===== config.mk =====
export PLATFORM = sky130hd
export DESIGN_NAME = fidx_agu
export DESIGN_NICKNAME = d
export VERILOG_FILES = /design/src/rtl/fidx_pkg.sv /design/src/rtl/fidx_decode.sv /design/src/rtl/fidx_calc.sv /design/src/rtl/fidx_ctrl.sv /design/src/rtl/fidx_agu.sv
export SDC_FILE = /design/constraint.sdc
export NUM_CORES = 1
export LEC_CHECK = 0
export BUFFER_PORTS_ARGS = -buffer_cell sky130_fd_sc_hd__clkbuf_2
export CORE_MARGIN = 4
export CORE_UTILIZATION = 25
export CTS_BUF_LIST = sky130_fd_sc_hd__clkbuf_4 sky130_fd_sc_hd__clkbuf_8
export DETAILED_ROUTE_END_ITERATION = 10
export GPL_ROUTABILITY_DRIVEN = 1
export PLACE_DENSITY = 0.45
export SYNTH_ARGS = -nofsm -noshare
export SYNTH_HDL_FRONTEND = slang
export SYNTH_SLANG_ARGS = --single-unit

===== constraint.sdc =====
create_clock -name clk -period 17.9 [get_ports clk]
set_input_delay 5.37 -clock clk [delete_from_list [all_inputs] [get_ports clk]]
set_output_delay 5.37 -clock clk [all_outputs]
set_load 0.05 [all_outputs]

===== src/rtl/fidx_pkg.sv =====
package fidx_pkg;

  typedef enum logic [2:0] {
    ST_IDLE,
    ST_FETCH_BD,
    ST_FETCH_OD,
    ST_READ_IND,
    ST_DONE,
    ST_ERR
  } fidx_state_e;

  typedef enum logic [1:0] {
    DSZ_NONE = 2'd0,
    DSZ_WORD = 2'd1,
    DSZ_LONG = 2'd2
  } dsz_e;

  typedef enum logic [1:0] {
    ERR_NONE  = 2'd0,
    ERR_ALIGN = 2'd1,
    ERR_BUS   = 2'd2
  } err_e;

  typedef struct packed {
    logic       full;
    logic       base_sup;
    logic       idx_sup;
    logic [1:0] scale;
    dsz_e       bd_sz;
    dsz_e       od_sz;
    logic       indirect;
    logic       post;
  } ext_cfg_t;

  function automatic dsz_e size_code(input logic [1:0] f);
    case (f)
      2'b10:   return DSZ_WORD;
      2'b11:   return DSZ_LONG;
      default: return DSZ_NONE;
    endcase
  endfunction

  // step taken once the base displacement (if any) is in
  function automatic fidx_state_e after_bd(input ext_cfg_t c);
    if (c.indirect && c.od_sz != DSZ_NONE) return ST_FETCH_OD;
    if (c.indirect)                        return ST_READ_IND;
    return ST_DONE;
  endfunction

  // first step after a start is accepted
  function automatic fidx_state_e after_start(input ext_cfg_t c);
    if (!c.full)              return ST_DONE;
    if (c.bd_sz != DSZ_NONE)  return ST_FETCH_BD;
    return after_bd(c);
  endfunction

endpackage


===== src/rtl/fidx_decode.sv =====
module fidx_decode
  import fidx_pkg::*;
#(
  parameter int EXT_W = 16
) (
  input  logic [EXT_W-1:0] ext_i,
  input  logic             wide_i,
  output ext_cfg_t         cfg_o
);

  localparam int FULL_BIT  = 8;
  localparam int BSUP_BIT  = 7;
  localparam int ISUP_BIT  = 6;
  localparam int BD_LSB    = 4;
  localparam int SCALE_LSB = 9;
  localparam int POST_BIT  = 2;

  always_comb begin
    cfg_o          = '0;
    cfg_o.full     = ext_i[FULL_BIT] & wide_i;
    cfg_o.base_sup = ext_i[BSUP_BIT];
    cfg_o.idx_sup  = ext_i[ISUP_BIT];
    cfg_o.scale    = ext_i[SCALE_LSB +: 2];
    cfg_o.bd_sz    = size_code(ext_i[BD_LSB +: 2]);
    cfg_o.indirect = |ext_i[POST_BIT:0];
    cfg_o.post     = ext_i[POST_BIT];
    cfg_o.od_sz    = cfg_o.indirect ? size_code(ext_i[1:0]) : DSZ_NONE;
  end

endmodule


===== src/rtl/fidx_calc.sv =====
module fidx_calc #(
  parameter int AW      = 32,
  parameter int SCALE_N = 4,
  localparam int SW     = $clog2(SCALE_N)
) (
  input  logic [AW-1:0] base_i,
  input  logic [AW-1:0] idx_i,
  input  logic [AW-1:0] bd_i,
  input  logic [AW-1:0] od_i,
  input  logic [AW-1:0] ptr_i,
  input  logic          base_sup_i,
  input  logic          idx_sup_i,
  input  logic          indirect_i,
  input  logic          post_i,
  input  logic [SW-1:0] scale_i,
  output logic [AW-1:0] ptr_addr_o,
  output logic [AW-1:0] ea_o
);

  logic [AW-1:0] shifted [SCALE_N];
  logic [AW-1:0] base_eff;
  logic [AW-1:0] idx_eff;
  logic [AW-1:0] inner;

  for (genvar g = 0; g < SCALE_N; g++) begin : g_scale
    assign shifted[g] = idx_i << g;
  end

  always_comb begin
    base_eff   = base_sup_i ? '0 : base_i;
    idx_eff    = idx_sup_i ? '0 : shifted[scale_i];
    inner      = base_eff + bd_i;
    ptr_addr_o = post_i ? inner : inner + idx_eff;
    if (!indirect_i)  ea_o = inner + idx_eff;
    else if (post_i)  ea_o = ptr_i + idx_eff + od_i;
    else              ea_o = ptr_i + od_i;
  end

endmodule


===== src/rtl/fidx_ctrl.sv =====
module fidx_ctrl
  import fidx_pkg::*;
(
  input  logic     clk,
  input  logic     rst_n,
  input  logic     start_valid_i,
  input  ext_cfg_t cfg_in_i,
  input  ext_cfg_t cfg_q_i,
  input  logic     pc_odd_i,
  input  logic     fetch_ready_i,
  input  logic     fetch_rvalid_i,
  input  logic     fetch_fault_i,
  input  logic     rd_ready_i,
  input  logic     rd_rvalid_i,
  input  logic     res_ready_i,
  output logic     start_ready_o,
  output logic     fetch_valid_o,
  output logic     fetch_long_o,
  output logic     rd_valid_o,
  output logic     res_valid_o,
  output logic     ld_start_o,
  output logic     ld_bd_o,
  output logic     ld_od_o,
  output logic     ld_ptr_o,
  output logic     brief_o,
  output err_e     err_o
);

  fidx_state_e state_q;
  logic        wait_q;
  logic        brief_q;
  err_e        err_q;
  logic        in_fetch;
  logic        fetch_ok;
  dsz_e        cur_sz;

  always_comb begin
    in_fetch      = (state_q == ST_FETCH_BD) || (state_q == ST_FETCH_OD);
    cur_sz        = (state_q == ST_FETCH_BD) ? cfg_q_i.bd_sz : cfg_q_i.od_sz;
    start_ready_o = (state_q == ST_IDLE);
    res_valid_o   = (state_q == ST_DONE) || (state_q == ST_ERR);
    fetch_valid_o = in_fetch && !wait_q && !pc_odd_i;
    fetch_long_o  = (cur_sz == DSZ_LONG);
    rd_valid_o    = (state_q == ST_READ_IND) && !wait_q;
    ld_start_o    = start_ready_o && start_valid_i;
    fetch_ok      = in_fetch && wait_q && fetch_rvalid_i && !fetch_fault_i;
    ld_bd_o       = fetch_ok && (state_q == ST_FETCH_BD);
    ld_od_o       = fetch_ok && (state_q == ST_FETCH_OD);
    ld_ptr_o      = (state_q == ST_READ_IND) && wait_q && rd_rvalid_i;
    brief_o       = brief_q;
    err_o         = err_q;
  end

  always_ff @(posedge clk or negedge rst_n) begin
    if (!rst_n) begin
      state_q <= ST_IDLE;
      wait_q  <= 1'b0;
      brief_q <= 1'b0;
      err_q   <= ERR_NONE;
    end else begin
      case (state_q)
        ST_IDLE: begin
          if (start_valid_i) begin
            brief_q <= !cfg_in_i.full;
            err_q   <= ERR_NONE;
            wait_q  <= 1'b0;
            state_q <= after_start(cfg_in_i);
          end
        end
        ST_FETCH_BD, ST_FETCH_OD: begin
          if (!wait_q) begin
            if (pc_odd_i) begin
              err_q   <= ERR_ALIGN;
              state_q <= ST_ERR;
            end else if (fetch_ready_i) begin
              wait_q <= 1'b1;
            end
          end else if (fetch_rvalid_i) begin
            wait_q <= 1'b0;
            if (fetch_fault_i) begin
              err_q   <= ERR_BUS;
              state_q <= ST_ERR;
            end else if (state_q == ST_FETCH_BD) begin
              state_q <= after_bd(cfg_q_i);
            end else begin
              state_q <= ST_READ_IND;
            end
          end
        end
        ST_READ_IND: begin
          if (!wait_q) begin
            if (rd_ready_i) wait_q <= 1'b1;
          end else if (rd_rvalid_i) begin
            wait_q  <= 1'b0;
            state_q <= ST_DONE;
          end
        end
        ST_DONE, ST_ERR: begin
          if (res_ready_i) state_q <= ST_IDLE;
        end
        default: state_q <= ST_IDLE;
      endcase
    end
  end

endmodule


===== src/rtl/fidx_agu.sv =====
module fidx_agu
  import fidx_pkg::*;
#(
  parameter int AW      = 32,
  parameter int EXT_W   = 16,
  parameter int WORD_W  = 16,
  parameter int SCALE_N = 4
) (
  input  logic             clk,
  input  logic             rst_n,
  input  logic             start_valid_i,
  output logic             start_ready_o,
  input  logic [AW-1:0]    base_i,
  input  logic [AW-1:0]    index_i,
  input  logic [EXT_W-1:0] ext_i,
  input  logic [AW-1:0]    pc_i,
  input  logic             wide_mode_i,
  output logic             fetch_valid_o,
  input  logic             fetch_ready_i,
  output logic [AW-1:0]    fetch_addr_o,
  output logic             fetch_long_o,
  input  logic             fetch_rvalid_i,
  input  logic [AW-1:0]    fetch_rdata_i,
  input  logic             fetch_fault_i,
  output logic             rd_valid_o,
  input  logic             rd_ready_i,
  output logic [AW-1:0]    rd_addr_o,
  input  logic             rd_rvalid_i,
  input  logic [AW-1:0]    rd_rdata_i,
  output logic             res_valid_o,
  input  logic             res_ready_i,
  output logic [AW-1:0]    ea_o,
  output logic [AW-1:0]    pc_o,
  output logic [1:0]       err_code_o,
  output logic             brief_o
);

  localparam int LONG_BYTES = AW / 8;
  localparam int WORD_BYTES = WORD_W / 8;

  ext_cfg_t      cfg_in;
  ext_cfg_t      cfg_q;
  logic [AW-1:0] base_q, idx_q, bd_q, od_q, ptr_q, pc_q;
  logic [AW-1:0] disp_val, pc_step;
  logic [AW-1:0] ptr_addr, final_ea;
  logic          ld_start, ld_bd, ld_od, ld_ptr;
  err_e          err_w;

  fidx_decode #(.EXT_W(EXT_W)) u_decode (
    .ext_i  (ext_i),
    .wide_i (wide_mode_i),
    .cfg_o  (cfg_in)
  );

  fidx_ctrl u_ctrl (
    .clk            (clk),
    .rst_n          (rst_n),
    .start_valid_i  (start_valid_i),
    .cfg_in_i       (cfg_in),
    .cfg_q_i        (cfg_q),
    .pc_odd_i       (pc_q[0]),
    .fetch_ready_i  (fetch_ready_i),
    .fetch_rvalid_i (fetch_rvalid_i),
    .fetch_fault_i  (fetch_fault_i),
    .rd_ready_i     (rd_ready_i),
    .rd_rvalid_i    (rd_rvalid_i),
    .res_ready_i    (res_ready_i),
    .start_ready_o  (start_ready_o),
    .fetch_valid_o  (fetch_valid_o),
    .fetch_long_o   (fetch_long_o),
    .rd_valid_o     (rd_valid_o),
    .res_valid_o    (res_valid_o),
    .ld_start_o     (ld_start),
    .ld_bd_o        (ld_bd),
    .ld_od_o        (ld_od),
    .ld_ptr_o       (ld_ptr),
    .brief_o        (brief_o),
    .err_o          (err_w)
  );

  fidx_calc #(.AW(AW), .SCALE_N(SCALE_N)) u_calc (
    .base_i     (base_q),
    .idx_i      (idx_q),
    .bd_i       (bd_q),
    .od_i       (od_q),
    .ptr_i      (ptr_q),
    .base_sup_i (cfg_q.base_sup),
    .idx_sup_i  (cfg_q.idx_sup),
    .indirect_i (cfg_q.indirect),
    .post_i     (cfg_q.post),
    .scale_i    (cfg_q.scale),
    .ptr_addr_o (ptr_addr),
    .ea_o       (final_ea)
  );

  always_comb begin
    disp_val = fetch_long_o ? fetch_rdata_i
                            : {{(AW-WORD_W){fetch_rdata_i[WORD_W-1]}}, fetch_rdata_i[WORD_W-1:0]};
    pc_step  = fetch_long_o ? AW'(LONG_BYTES) : AW'(WORD_BYTES);
  end

  always_ff @(posedge clk or negedge rst_n) begin
    if (!rst_n) begin
      cfg_q  <= '0;
      base_q <= '0;
      idx_q  <= '0;
      bd_q   <= '0;
      od_q   <= '0;
      ptr_q  <= '0;
      pc_q   <= '0;
    end else begin
      if (ld_start) begin
        cfg_q  <= cfg_in;
        base_q <= base_i;
        idx_q  <= index_i;
        pc_q   <= pc_i;
        bd_q   <= '0;
        od_q   <= '0;
        ptr_q  <= '0;
      end
      if (ld_bd) begin
        bd_q <= disp_val;
        pc_q <= pc_q + pc_step;
      end
      if (ld_od) begin
        od_q <= disp_val;
        pc_q <= pc_q + pc_step;
      end
      if (ld_ptr) ptr_q <= rd_rdata_i;
    end
  end

  assign fetch_addr_o = pc_q;
  assign rd_addr_o    = ptr_addr;
  assign pc_o         = pc_q;
  assign err_code_o   = err_w;
  assign ea_o         = (res_valid_o && err_w == ERR_NONE && !brief_o) ? final_ea : '0;

endmodule


======== Word-level counts from Yosys, hierarchy flattened ========
Cells that the tools add are included.
Widths: inputs -> output; s select.
storage, ports and cells
  register bits ........................... 209
  input bits .............................. 186
  output and inout port bits .............. 136
  word-level logic and storage cells ...... 173
operators by class
  add/subtract/negate cells ............... 6
  $lt $le $gt $ge ......................... 1
  equal/unequal tests ..................... 17
  muxes and demuxes ....................... 90
  bitwise gates (word level) .............. 2
  reductions and logical operators ........ 40
operators by type and width
  kind                count
  $mux 32             16
  $add 32x32->32      5
  $mux 3              22
  $bmux 32 s2         1
  $mux 1              39
  $add 32x3->32       1
  $logic_and 1x1->1   15
  $mux 2              7
  $reduce_bool 2->1   7
  $pmux 2 s2          3
  $pmux 3 s4          1
  $eq 2x2->1 const B  5
  $eq 3x2->1 const B  2
  $eq 3x3->1 const B  2
  $ne 2x2->1 const B  3
  $ne 3x3->1 const B  2
  $reduce_and 6->1    1
  $reduce_bool 3->1   2
  $logic_not 1->1     5
  $reduce_and 5->1    1
  $reduce_and 2->1    2
  $reduce_or 2->1     2
  $eq 3x1->1 const B  1
  $ge 3x3->1 const B  1
  other kinds (9)     10

======== Longest topological paths before layout ========
Gate-level depths: netlist of run 1.
  depth in word-level cells ............... 22
  mapped depth ............................ 25
  gate-level depth less buffers ........... 24

======== Hierarchy ========
Synthesis of run 1 repeated with hierarchy kept, for this count alone.
unflattened totals
  cells, all modules ...................... 2,034
  area, all modules ....................... 18,669.2 um^2
modules (own cells, without submodules)
  module       times used  cells each  area an instance (um^2)  sequential area each (um^2)
  fidx_calc    1           1,240       9,196.3                  0.0
  fidx_agu     1           699         8,718.4                  5,079.9
  fidx_ctrl    1           84          678.2                    175.2
  fidx_decode  1           11          76.3                     0.0

======== Worst setup path before layout of run 1 ========
OpenSTA, ideal clock, no wires.
  kind .................................... reg-to-output
  start point ............................. register cfg_q[6] (netlist name)
  end point ............................... output ea_o[30]
  arrival time ............................ 5.746 ns
  data required time ...................... 12.530 ns
  path slack .............................. 6.784 ns
  cell stages (with the launch flop) ...... 18
  buffers on the path ..................... 3
  cell sequence ........................... dfrtp_1 clkbuf_1 buf_1 mux4_2 nor2b_1 fa_1 ha_1 clkbuf_1 and3_2 nand3_4 nor4_4 nor3_1 or3_4 o21a_4 o31ai_4 a31oi_1 xor2_1 a2111oi_2
on the way
  longest elaborated chain between the ends .. 10
  elaborated cells on any way between the ends .. 11
  classes of those cells .................. 3 x add/sub; 7 x mux; 1 x bitwise
ends and longest elaborated chain
  what                                          line             source
  start: declaration                            fidx_agu.sv:42   ext_cfg_t cfg_q;
  start signal: assignment                      fidx_agu.sv:113  cfg_q <= cfg_in;
  $not 2->3 (not written as such) *             fidx_calc.sv:31  idx_eff = idx_sup_i ? '0 : shifted[scale_i];
  $bmux 32 s2 *                                 fidx_calc.sv:31
  $mux 32 (not written as such) * (2 in a row)  fidx_calc.sv:31
  $mux 32 *                                     fidx_calc.sv:31
  $add 32x32->32 (2 in a row)                   fidx_calc.sv:35  else if (post_i) ea_o = ptr_i + idx_eff + od_i;
  $mux 32                                       fidx_calc.sv:35
  $mux 32 *                                     fidx_calc.sv:34  if (!indirect_i) ea_o = inner + idx_eff;
  $mux 32 *                                     fidx_agu.sv:137  assign ea_o = (res_valid_o && err_w == ERR_NONE && !brief_o) ? final_ea : '0;
  end: declaration                              fidx_agu.sv:32   output logic [AW-1:0] ea_o,
Mark *: on every way between the ends. The rest lies on a longest branch, timed or not. The select of a mux whose other input is x is not followed.

======== Worst setup path after layout of run 1 ========
  start point ............................. register cfg_q[9] (netlist name)
  end point ............................... output ea_o[31]
on the way
  longest elaborated chain between the ends .. 5
ends and longest elaborated chain
  what            line             source
  $mux 32         fidx_calc.sv:30  base_eff = base_sup_i ? '0 : base_i;
  $add 32x32->32  fidx_calc.sv:32  inner = base_eff + bd_i;
  $add 32x32->32  fidx_calc.sv:34
  $mux 32         fidx_calc.sv:34
  $mux 32         fidx_agu.sv:137
No other way between the ends.

==> results of run 1 <==
[flip-flops by register name, summed over array words and instances (netlist names)]
name,flops
ptr_q,32
u_ctrl.state_q,3
u_ctrl.wait_q,1
od_q,32
bd_q,32
u_ctrl.err_o,2
idx_q,32
cfg_q,10
u_ctrl.brief_o,1
fetch_addr_o,32
base_q,32
[worst reg2reg max path, cell delays in order, from the launching register on]
cell     delay, ns
dfrtp_1       0.54
nor3b_1       0.61
o21ai_2       0.11
buf_4         0.24
inv_1         0.13
ha_1          0.18
inv_1         0.06
fa_1          0.43
nor3b_1       0.40
and2_1        0.25
nand3_1       0.23
nor2_1        0.28
nand4_1       0.30
nor3_1        0.62
nor4b_1       0.32
a21oi_1       0.06
o21ai_0       0.15
[final timing paths]
path                              startpoint                to  slack, ns
setup reg to reg           u_ctrl.state_q[1]  fetch_addr_o[31]      12.91
setup / recovery                    cfg_q[9]          ea_o[31]       5.22
hold / removal                    base_q[21]        base_q[21]       0.46
hold reg to reg                   base_q[21]        base_q[21]       0.46
max in group asynchronous              rst_n          bd_q[12]      10.96
min in group asynchronous              rst_n         idx_q[28]       4.73
[cell type report]
type	instances	area [sq um]	area share, %
tap	940	1180	5.58
multi-input combinational	1741	11800	55.9
clock inverter	8	93.8	0.445
clock buffer	72	853	4.05
antenna	7	17.5	0.0831
inverter	46	173	0.820
sequential	209	5240	24.8
timing repair buffer	337	1750	8.31
[power breakdown]
part | total (mW) | switching [mW] | leakage [nW] | internal, mW
Combinational | 2.86 | 1.99 | 7.09 | 0.866
Sequential | 0.817 | 0.204 | 2.71 | 0.613
Clock | 0.568 | 0.250 | 0.511 | 0.318
Total | 4.24 | 2.45 | 10.3 | 1.80
[cells in the mapped netlist, drive strengths merged (39+ instances only)]
master and count:
xor2 40, o21ai 160, clkbuf 96, nor2b 69, dfrtp 209, inv 46
ha 125, xnor2 71, a21oi 193, nor3 39, nand2 386, nand3 71
buf 43, a22o 48, nor2 117, a21o 54
[through the flow]
| step | hold WS, ns | setup slack [ns] | utilization (%) |
|---|---|---|---|
| 2_1_floorplan | 0.438 | 6.78 | - |
| 3_3_place_gp | 0.458 | 6.12 | 28.6 |
| 3_5_place_dp | 0.458 | 5.98 | 28.6 |
| 4_1_cts | 0.472 | 5.25 | 30.0 |
| 5_1_grt | 0.492 | 4.97 | 30.0 |
| 6_report | 0.463 | 5.22 | 30.0 |
[cells by family after synthesis]
kind of cell,count (synthesis),share of synthesized area (%)
buffers and inverters,185,4.66
multiplexers,48,4.77
XOR/XNOR,111,5.46
AO/OA/AOI/OAI,630,22.5
AND/OR/NAND/NOR,791,20.4
flip-flops,209,29.4
adder cells (fa/ha/maj),161,12.8
[layer usage]
| layer | routed length [um] | part of all wire (%) |
|---|---|---|
| met5 | 165 | 0.24 |
| met4 | 2230 | 3.2 |
| met3 | 4640 | 6.7 |
| met2 | 30200 | 44 |
| met1 | 31700 | 46 |
==> results.ini, run 1 <==
[global_routing]
grt_max_degree=96
busiest_layer=met2
grt_use_met1_pct=24.1
gr-usage-met3_pct=4.74
grt.met2_usage_pct=27.4
antenna_found_initial=20
grt_pass1_wl_um=103000
grt_pass1_vias=16900
grt_use_total_pct=17.7
gr-total-overflow=0

[sta]
fmax_ghz=0.0788
fin_setup_tns_ns=0
slew_viol_final=0
worst_pin_slew_ns=0.997
setup_viol=0
rsz0062_at_grt=no
period_needed_ns=12.68
period_share_pct=70.9
slew_headroom_pct=33.2
hold_viol=0
skew_ns=0.0614

[layout]
mostFrequentLayoutCells=nand2_1, clkbuf_2, dfrtp_1
layout_commonest_cell=nand2_1
design_area_sq_um=21100
drive_gt1_share_pct=20.1
finalNonFillerCells=3360
area_growth_pct=18.4
fillCellCount=7453
num-nets-final=2728

[setup_path]
cp.arrival_ns=7.31
critPathCaptureType=output pin
cp_max_fo=10
max_stage_delay_ns=0.56
path_depth=22
path_cells=nor2b_1 -> ha_1 -> fa_1 -> a21o_1 -> a41o_1 -> nor4_1 -> o21ai_1 -> a21oi_1 -> xnor2_1 -> ha_1 -> and3_1 -> nand4_1 -> nor4bb_1 -> o41a_1 -> nor4b_1 -> o41ai_1 -> a21oi_1 -> xnor2_1 -> xnor2_1 -> nor2_1 -> a211oi_2 -> clkbuf_2
crit_family=compound AO/OA/AOI/OAI gates
path_class=flip-flop to output pin
r2r_cells=16
cp.buffers_inverters=1
cp_common_cell=xnor2_1
crit_slowest_cell=dfrtp_1
cp.required_ns=12.53
critPathLaunchType=flip-flop

[pwr]
power_density_nw_per_um2=201
p_total_mw=4.24
leakagePower_nw=10.3
peakVddDrop_mv=0.135

[yosys]
synth_top_area_cell=dfrtp_1
synth_area_leaders=dfrtp_1, ha_1, nand2_1
synth_warnings=0
syn-mean-instance-area_sq_um=8.34
syn_inst=2135
synth_top_area_share_pct=29.4
syn_nets=2482
synth_ff_type=dfrtp_1
synth_seq_area_share_pct=29.4
synth-edff-count=0
ys_ff_latch=209
synthArstFlopShare_pct=100
synth_cell_types=87
syn-cell-area_sq_um=17800

[die]
die_w_um=275
initial_utilization_pct=25.3
fp.dieH_um=275
core_area_sq_um=70300
die_area_sq_um=75500
pin_count=322
num_rows=97

[clock_tree]
htree_num_levels=2
post_cts_buffers=0
clock-sinks=209
worstSkewPairLatency_ns=0.66
clock_path_buffers=3
cts.clk_slew.worst_paths_ns=0.05
cts_resized=0
numCtsBuffers=46
cts_tree=built
cts_hold_buf=0
root_buffer=clkbuf_8

[routing]
ant_nets=0
vias_per_cell=4.99
first_pass_iters=5
drt-wirelength-per-cell_um=20.5
vias=16800
routed_wl_um=68900
post-route-drc-count=0
drt_iter0_drc=943

[placement]
dp_hpwl_um=54500
place.gp.congestion=0.874
place_inst=3273
placed_area_sq_um=20100
io_buffers=315

[min_path]
hold_path_depth=2
hp-class=flip-flop to flip-flop

[outcome]
status=complete, no violations

[run]
maxCapViolCount=0

Note: power is estimated with default switching activity, not from simulation.
==> inputs of run 2 (changes only) <==
--- a/config.mk
+++ b/config.mk
@@ -5,6 +5,7 @@
 export SDC_FILE = /design/constraint.sdc
 export NUM_CORES = 1
 export LEC_CHECK = 0
+export ABC_AREA = 1
 export BUFFER_PORTS_ARGS = -buffer_cell sky130_fd_sc_hd__clkbuf_2
 export CORE_MARGIN = 4
 export CORE_UTILIZATION = 25
==> constraint.sdc (replaced) <==
create_clock -name clk -period 12.9 [get_ports clk]
set_input_delay 3.87 -clock clk [delete_from_list [all_inputs] [get_ports clk]]
set_output_delay 3.87 -clock clk [all_outputs]
set_load 0.05 [all_outputs]
==> results.ini, run 2 <==
[outcome]
status=complete, no violations  ; unchanged

[yosys]
ys_ff_latch=209  ; unchanged
synth_warnings=0  ; unchanged
synth_fa_ha_area_share_pct=11.8  ; was 12.8%
syn-mean-instance-area_sq_um=6.70  ; was 8.34 sq um
muxShareOfSynthArea_pct=1.45  ; was 4.77%
synthArstFlopShare_pct=100  ; unchanged
synth_top_area_cell=dfrtp_1  ; unchanged
synthTopCellsByCount=nand2_1, nand3_1, inv_1, o21ai_0, nor2_1  ; was nand2_1, dfrtp_1, a21oi_1, o21ai_0, ha_1
syn-cell-area_sq_um=19400  ; was 17800 sq um
synth-xor-area-share_pct=2.67  ; was 5.46%
synth-edff-count=0  ; unchanged
synth-simple-area-share_pct=31.6  ; was 20.4%
synth_seq_area_share_pct=27.0  ; was 29.4%
synth_top_family_by_area=simple AND/OR/NAND/NOR gates  ; was compound AO/OA/AOI/OAI gates
synth_top_area_share_pct=27.0  ; was 29.4%
synth-compound-area-share_pct=16.7  ; was 22.5%
synthMostInstantiatedCell=nand2_1  ; unchanged
syn_inst=2892  ; was 2135
synth_ff_type=dfrtp_1  ; unchanged
synth_area_leaders=dfrtp_1, nand2_1, ha_1  ; was dfrtp_1, ha_1, nand2_1
synth_cell_types=54  ; was 87
syn_nets=3239  ; was 2482

[layout]
layout_commonest_cell=nand2_1  ; unchanged
multi_input_area_sq_um=12500  ; was 11800 sq um
area_growth_pct=17.3  ; was 18.4%
fillCellCount=8638  ; was 7453
finalNonFillerCells=4205  ; was 3360
seqCellArea_sq_um=5230  ; was 5240 sq um
final_core_util_pct=29.7  ; was 30.0%
drive_gt1_share_pct=14.7  ; was 20.1%
mostFrequentLayoutCells=nand2_1, clkbuf_2, nand3_1  ; was nand2_1, clkbuf_2, dfrtp_1
num-nets-final=3490  ; was 2728

[routing]
routed_wl_um=86200  ; was 68900 um
vias=20200  ; was 16.8k
drt-wirelength-per-cell_um=20.5  ; about the same
first_pass_iters=6  ; was 5
drt_iter0_drc=1479  ; was 943
vias_per_cell=4.81  ; was 4.99
post-route-drc-count=0  ; unchanged
ant_nets=0  ; unchanged

[sta]
setup_viol=0  ; unchanged
slew_viol_final=0  ; unchanged
worst_pin_slew_ns=1.06  ; was 0.997 ns
slew_headroom_pct=29.4  ; was 33.2%
hold_viol=0  ; unchanged
rsz0062_at_grt=no  ; unchanged
fin_setup_tns_ns=0  ; unchanged
period_needed_ns=10.00
fin_hold_ws_ns=0.486  ; was 0.463 ns
fmax_ghz=0.100
period_share_pct=77.6
skew_ns=0.0469  ; was 0.0614 ns

[clock_tree]
cts.clk_slew.worst_paths_ns=0.05  ; about the same
htree_num_levels=2  ; unchanged
worstSkewPairLatency_ns=0.64  ; was 0.66 ns
root_buffer=clkbuf_8  ; unchanged
clock-sinks=209  ; unchanged
post_cts_buffers=0  ; unchanged
numCtsBuffers=44  ; was 46
cts_resized=0  ; unchanged
cts_hold_buf=0  ; unchanged
cts_tree=built  ; unchanged
clock_path_buffers=3  ; unchanged

[global_routing]
gr-total-overflow=0  ; unchanged
grt_max_degree=109  ; was 96
antenna_found_initial=3  ; was 20
grt_use_total_pct=20.5  ; was 17.7%
grt_pass1_vias=20000  ; was 16.9k
grt_pass1_wl_um=127000  ; was 103000 um

[setup_path]
r2r_cells=12  ; was 16
critPathCaptureType=output pin  ; unchanged
critPathLaunchType=flip-flop  ; unchanged
cp_max_fo=32  ; was 10
r2r-end=fetch_addr_o[9]  ; was fetch_addr_o[31]
startpoint=cfg_q[9]  ; unchanged
cp.required_ns=9.03  ; was 12.53 ns
ff2ff_setup_slack_ns=8.64  ; was 12.91 ns
cp.arrival_ns=6.13  ; was 7.31 ns
path_class=flip-flop to output pin  ; unchanged
timing.rr.start=u_ctrl.state_q[0]  ; was u_ctrl.state_q[1]
worstSetupEndpoint=ea_o[22]  ; was ea_o[31]

[die]
initial_utilization_pct=25.4  ; was 25.3%
die_w_um=286  ; was 275 um
die_area_sq_um=82000  ; was 75500 sq um
fp.dieH_um=286  ; was 275 um
pin_count=322  ; unchanged
core_area_sq_um=76300  ; was 70300 sq um
num_rows=101  ; was 97

[placement]
place.gp.congestion=0.959  ; was 0.874
io_buffers=315  ; unchanged
dp_hpwl_um=70600  ; was 54500 um
place_inst=4127  ; was 3273

[min_path]
hp-class=flip-flop to flip-flop  ; unchanged

[pwr]
leakagePower_nw=11.5  ; was 10.3 nW
p_total_mw=5.84  ; was 4.24 mW
power_density_nw_per_um2=257  ; was 201 nW/um^2
peakVddDrop_mv=0.222  ; was 0.135 mV

[run]
maxCapViolCount=0  ; unchanged

## run 2: cell types whose count changed after synthesis, moves of 34 or more
cell      change
o21ai_0     +114
nor2_1      +128
nor2b_1      -69
a22o_1       -48
nand2_1     +393
a21o_1       -40
xnor2_1      -48
inv_1       +223
nand3_1     +205
clkbuf_1     -34
## run 2: cell type report
class	instances	area share, %
Antenna cell	2	0.0220
Clock buffer	59	3.33
Clock inverter	17	0.909
Inverter	278	4.60
Multi-Input combinational cell	2278	54.9
Sequential cell	209	23.0
Tap cell	1030	5.68
Timing Repair Buffer	332	7.55
## run 2: stage by stage
stage	worst slack (ns)	cell area (sq um)
2_1_floorplan	4.73	19400
3_3_place_gp	3.47	21700
3_5_place_dp	3.50	21700
4_1_cts	2.82	22700
5_1_grt	2.34	22700
6_report	2.90	22700
## run 2: how the worst min path moves through the flow
stage	from	end	slack (ns)	cells past startpoint
2_1_floorplan	base_q[31]	base_q[31]	0.45	2
3_3_place_gp	base_q[31]	base_q[31]	0.48	2
3_5_place_dp	base_q[31]	base_q[31]	0.48	2
4_1_cts	base_q[31]	base_q[31]	0.49	2
5_1_grt	bd_q[0]	bd_q[0]	0.52	2
6_report	base_q[31]	base_q[31]	0.49	2
## run 2: per-layer routing
layer / GRT usage [%] / routed length (um) / vias to the layer above
met2: 34.4 / 40200 / 568
li1: - / - / 10100
met3: 2.35 / 4080 / 113
met1: 27.3 / 38400 / 9430
met5: 0 / 0 / -
met4: 7.75 / 3560 / 0
## run 2: worst max-delay path, cell delays in order, from the launching register on
cell	delay (ns)
dfrtp_1	1.01
nor2_1	0.12
ha_1	0.26
fa_1	0.44
nand2_1	0.08
nand2_1	0.05
o21ai_1	0.24
inv_1	0.13
a21oi_1	0.24
inv_1	0.08
nand2_1	0.06
nand2_1	0.07
xor2_1	0.20
ha_1	0.38
nand2_1	0.15
nor2_1	0.17
nand3_1	0.07
o21ai_0	0.45
nand3_1	0.19
nand2_1	0.10
nand2_1	0.05
nand2_1	0.08
o21ai_0	0.20
nor2_1	0.38
clkbuf_2	0.35
## run 2: cell families after synthesis
| kind of cell | after synthesis |
|---|---|
| buffers and inverters | 405 |
| adders and majority gates | 161 |
| muxes | 28 |
| AOI/OAI and AO/OA | 593 |
| and+or+nand+nor | 1437 |
| DFF | 209 |
| xor gates and xnor gates | 59 |
## run 2: report_power, final
part	switching (mW)	internal, mW	leakage, nW
clock	0.346	0.465	0.514
sequential	0.175	0.827	2.73
combinational	3.04	0.982	8.23
total	3.57	2.27	11.5
